--- src/rtl/spi_skew_pkg.sv ---
package spi_skew_pkg;
  localparam int unsigned CODE_W      = 2;
  localparam int unsigned MAX_TAP     = (1 << CODE_W) - 1;
  localparam int unsigned NOMINAL_TAP = 2;

  typedef logic [CODE_W-1:0] skew_code_t;

  typedef struct packed {
    skew_code_t out_dly;
    skew_code_t in_dly;
    skew_code_t cap_sel;
  } skew_cfg_t;
endpackage

--- src/rtl/skew_cfg_shadow.sv ---
module skew_cfg_shadow
  import spi_skew_pkg::*;
(
  input  logic      clk,
  input  logic      rst_n,
  input  logic      hold,
  input  skew_cfg_t cfg_in,
  output skew_cfg_t cfg_q
);
  // Codes only move between transfers so a frame keeps one timing.
  always_ff @(posedge clk) begin
    if (!rst_n) begin
      cfg_q <= '0;
    end else if (!hold) begin
      cfg_q <= cfg_in;
    end
  end
endmodule

--- src/rtl/skew_tap_line.sv ---
module skew_tap_line #(
  parameter int unsigned SEL_W = 2,
  localparam int unsigned DEPTH = (1 << SEL_W) - 1
) (
  input  logic             clk,
  input  logic             rst_n,
  input  logic             din,
  input  logic [SEL_W-1:0] sel,
  output logic             dout
);
  // stage[k] holds din from k cycles earlier
  logic [DEPTH:1] stage;

  always_ff @(posedge clk) begin
    if (!rst_n) begin
      stage <= '0;
    end else begin
      stage[1] <= din;
      for (int k = 2; k <= DEPTH; k++) begin
        stage[k] <= stage[k-1];
      end
    end
  end

  always_comb begin
    if (sel == '0) dout = din;
    else           dout = stage[sel];
  end
endmodule

--- src/rtl/spi_io_skew_adjust.sv ---
module spi_io_skew_adjust
  import spi_skew_pkg::*;
(
  input  logic       clk,
  input  logic       rst_n,
  input  logic       xfer_active,
  input  logic [1:0] mosi_dly_code,
  input  logic [1:0] miso_dly_code,
  input  logic [1:0] capture_code,
  input  logic       mosi_core,
  input  logic       miso_pad,
  input  logic       strobe_nominal,
  output logic       mosi_pad,
  output logic       miso_core,
  output logic       strobe_capture
);
  skew_cfg_t cfg_req, cfg_q;

  assign cfg_req = '{out_dly: mosi_dly_code, in_dly: miso_dly_code, cap_sel: capture_code};

  skew_cfg_shadow u_shadow (
    .clk   (clk),
    .rst_n (rst_n),
    .hold  (xfer_active),
    .cfg_in(cfg_req),
    .cfg_q (cfg_q)
  );

  skew_tap_line #(.SEL_W(CODE_W)) u_out_line (
    .clk(clk), .rst_n(rst_n), .din(mosi_core), .sel(cfg_q.out_dly), .dout(mosi_pad)
  );

  skew_tap_line #(.SEL_W(CODE_W)) u_in_line (
    .clk(clk), .rst_n(rst_n), .din(miso_pad), .sel(cfg_q.in_dly), .dout(miso_core)
  );

  // Nominal capture sits NOMINAL_TAP stages down, so lower codes fire early.
  skew_tap_line #(.SEL_W(CODE_W)) u_cap_line (
    .clk(clk), .rst_n(rst_n), .din(strobe_nominal), .sel(cfg_q.cap_sel), .dout(strobe_capture)
  );

  // Cycles since reset, saturating, so history checks never reach before reset.
  logic [1:0] age_q;
  always_ff @(posedge clk) begin
    if (!rst_n)             age_q <= '0;
    else if (age_q != 2'd3) age_q <= age_q + 2'd1;
  end

  p_mosi_tap3_r2: assert property (@(posedge clk) disable iff (!rst_n)
    (age_q == 2'd3 && cfg_q.out_dly == 2'd3) |-> mosi_pad == $past(mosi_core, 3));

  p_miso_tap1_r3: assert property (@(posedge clk) disable iff (!rst_n)
    (age_q != 2'd0 && cfg_q.in_dly == 2'd1) |-> miso_core == $past(miso_pad));

  p_cap_nominal_r6: assert property (@(posedge clk) disable iff (!rst_n)
    (age_q >= 2'd2 && cfg_q.cap_sel == 2'd2) |-> strobe_capture == $past(strobe_nominal, 2));

  p_cap_late_r7: assert property (@(posedge clk) disable iff (!rst_n)
    (age_q == 2'd3 && cfg_q.cap_sel == 2'd3) |-> strobe_capture == $past(strobe_nominal, 3));

  p_cfg_hold_r8: assert property (@(posedge clk) disable iff (!rst_n)
    xfer_active |=> cfg_q == $past(cfg_q));
endmodule

--- config.mk ---
export PLATFORM = sky130hd
export DESIGN_NAME = spi_io_skew_adjust
export DESIGN_NICKNAME = d
export VERILOG_FILES = /design/src/rtl/spi_skew_pkg.sv /design/src/rtl/skew_cfg_shadow.sv /design/src/rtl/skew_tap_line.sv /design/src/rtl/spi_io_skew_adjust.sv
export SDC_FILE = /design/constraint.sdc
export NUM_CORES = 1
export LEC_CHECK = 0
export CAP_MARGIN = 20
export CORE_MARGIN = 2
export CORE_UTILIZATION = 40
export DETAILED_ROUTE_END_ITERATION = 8
export DONT_BUFFER_PORTS = 1
export HOLD_SLACK_MARGIN = 0.08
export PLACE_DENSITY = 0.58
export SLEW_MARGIN = 20
export SYNTH_ARGS = -nofsm -noshare
export SYNTH_HDL_FRONTEND = slang
export SYNTH_SLANG_ARGS = --single-unit
--- constraint.sdc ---
create_clock -name clk -period 1.6 [get_ports clk]
set_input_delay 0.48 -clock clk [delete_from_list [all_inputs] [get_ports clk]]
set_output_delay 0.48 -clock clk [all_outputs]
set_load 0.02 [all_outputs]
==> flow_summary.json, run 1 <==
{
  "grt_max_degree": 16,
  "path_delay_family": "multiplexers",
  "groute.usage.overall_pct": 12.5,
  "hold_path.class": "in -> reg",
  "highest_layer": "met3",
  "cp_data_arrival_time_ns": 1.20,
  "antenna_found_initial": 0,
  "die_area_um2": 1640,
  "yosys_warnings": 0,
  "dr_wl_met3_um": 49,
  "maxSlewHeadroom_pct": 90.9,
  "fin_crit_ns": 1.68,
  "yosys-top-cells-area": "dfxtp_1 (56%), mux4_2 (13%), mux2i_1 (11%)",
  "status": "finished, violations left",
  "yosysMostFrequentCell": "dfxtp_1",
  "grt-ovfl-total": 0,
  "cpMaxStageDelayCell": "mux4_2",
  "vias": 283,
  "grt_setup_unrepaired": "true",
  "clk_path_buf_depth": 2,
  "n_antenna_cell": 0,
  "syn_inst": 41,
  "totalWireLength_um": 832,
  "dp.final_hpwl_um": 649,
  "root_buffer": "clkbuf_4",
  "routed-wl-met2_um": 437,
  "ys_seq_elements": 15,
  "wl_met1_um": 344,
  "critPathKind": "reg -> out",
  "power.leakage_nw": 0.227,
  "synthDistinctLibCells": 7,
  "num_rows": 13,
  "dieHeight_um": 40.5,
  "max_freq_mhz": 597,
  "htreeDepth": 1,
  "coreArea_um2": 1270,
  "synth_top_cell_area_share_pct": 56.3,
  "cts_tree": "done",
  "path_buf_inv": 0,
  "syn_area_um2": 533,
  "nNetsFinal": 56,
  "clkTransAtPathRegs_ns": 0.08,
  "synthFlopType": "dfxtp_1",
  "ys_top_cells_by_count": "dfxtp_1 (15), and2_1 (9), mux2i_1 (6), nor2b_1 (6), mux4_2 (3)",
  "grt_first_pass_wirelength_mm": 1.24,
  "ir_drop_v": 0.000476,
  "total_power_uw": 656,
  "clock_skew_ns": 0.000964,
  "required_ns": 1.12,
  "tightestPinTransition_ns": 0.133,
  "final_layout_size_suffix_gt1_share_pct": 20.9,
  "ioPinCount": 15,
  "fp.dieW_um": 40.5,
  "synth.avg_cell_area_um2": 13.0,
  "area_growth_pct": 7.04,
  "drc": 0,
  "power_density_nw_per_um2": 1150,
  "report.final.slew_viol_count": 0,
  "violations": "negative setup slack",
  "n_fill_cell": 124,
  "setup_ws_ns": -0.0752,
  "path_max_fanout": 2,
  "synth_nets": 53,
  "viasPerCell": 4.88,
  "drt_iter0_drc": 3,
  "whs_ns": 0.321,
  "finalSetupViolCount": 3,
  "cp_slowest_stage_delay_ns": 0.57,
  "ant_nets": 0,
  "finalCritPeriodShare_pct": 105,
  "numClockSinks": 15,
  "port_buffers": 0,
  "grt_pass1_vias": 305,
  "gp_congestion": 0.575,
  "initial_core_util_pct": 42.0,
  "cts_made_buffers": 3,
  "postCtsSetupBuffers": 0,
  "yosysSeqAreaShare_pct": 56.3,
  "wire_per_inst_um": 14.3,
  "hold_viol": 0,
  "insertion_delay_ns": 0.27,
  "synth_edf_count": 0,
  "yosysTopAreaCell": "dfxtp_1",
  "dr.pass1.iters": 2,
  "worstSetupEndpointType": "output pin",
  "startpoint_type": "register",
  "crit_chain": "mux4_2",
  "async_flop_share_pct": 0,
  "max-cap-violations": 0
}
## per-layer routing
layer	GRT usage, %	vias to the layer above
li1	-	140
met1	13.2	134
met2	20.2	9
met3	5.56	0
met4	7.50	0
met5	0	-
## metrics by stage
step,worst slack (ns),instances,setup TNS (ns),utilization (%),instance area (um2)
6_report,-0.0752,58,-0.208,45.0,571
3_3_place_gp,0.125,54,0,42.6,541
5_1_grt,-0.129,58,-0.348,45.0,571
2_1_floorplan,0.131,41,0,-,533
4_1_cts,-0.0933,58,-0.259,45.0,571
3_5_place_dp,0.125,54,0,42.6,541
## repair_timing
action / CTS / global route
gates resized for setup: 3 / 0
hold buffers: 0 / 0
gates cloned: 0 / 0
endpoints found under the setup margin: 3 / 3
## layout make-up
| cell class | instances | area, um2 | share of cell area [%] |
|---|---|---|---|
| well taps | 15 | 18.8 | 3.29 |
| clock buffers | 4 | 26.3 | 4.61 |
| multi-input cells | 24 | 221 | 38.8 |
| flip-flops and latches | 15 | 304 | 53.3 |
## worst paths after layout
check	end	startpoint	cells past startpoint	slack, ns
worst max-delay path	miso_core	u_shadow.cfg_q[3]	1	-0.08
worst min-delay path	u_cap_line.stage[3]	rst_n	1	0.32
worst max register to register	u_shadow.cfg_q[2]	u_shadow.cfg_q[2]	2	0.97
worst min register to register	u_in_line.stage[3]	u_in_line.stage[2]	1	0.47
## placed cells by master (no fill, tap or decap)
master,n
and2_1,9
clkbuf_1,1
clkbuf_4,3
dfxtp_1,12
dfxtp_2,3
mux2i_1,6
mux4_2,3
nor2b_1,6
## logic make-up (layout without fill, tap and decap cells)
family / after synthesis / in the layout / synth area share, %
muxes: 9 / 9 / 23.9
and+or+nand+nor: 15 / 15 / 17.6
DFF: 15 / 15 / 56.3
buffers and inverters: 2 / 4 / 2.11
## state kept, by name, summed over array words and instances, names as in the netlist
name              flops
u_out_line.stage      3
u_shadow.cfg_q        6
u_in_line.stage       3
u_cap_line.stage      3
## report_power, final
part	switching, mW	internal, mW
registers	0.0101	0.392
logic	0.0189	0.0277
clock network	0.110	0.0966
total	0.139	0.516
Note: power is estimated with default switching activity, not from simulation.
==> inputs of run 2 (changes only) <==
--- a/config.mk
+++ b/config.mk
@@ -12,7 +12,6 @@
 export DONT_BUFFER_PORTS = 1
 export HOLD_SLACK_MARGIN = 0.08
 export PLACE_DENSITY = 0.58
-export SLEW_MARGIN = 20
 export SYNTH_ARGS = -nofsm -noshare
 export SYNTH_HDL_FRONTEND = slang
 export SYNTH_SLANG_ARGS = --single-unit
==> results of run 2 <==
The final DEF is identical to that of run 1; final timing and power are the same.
==> inputs of run 3 (changes only) <==
--- a/config.mk
+++ b/config.mk
@@ -5,7 +5,7 @@
 export SDC_FILE = /design/constraint.sdc
 export NUM_CORES = 1
 export LEC_CHECK = 0
-export CAP_MARGIN = 20
+export CAP_MARGIN = 5
 export CORE_MARGIN = 2
 export CORE_UTILIZATION = 40
 export DETAILED_ROUTE_END_ITERATION = 8
==> results of run 3 <==
The final DEF is identical to that of run 1; final timing and power are the same.
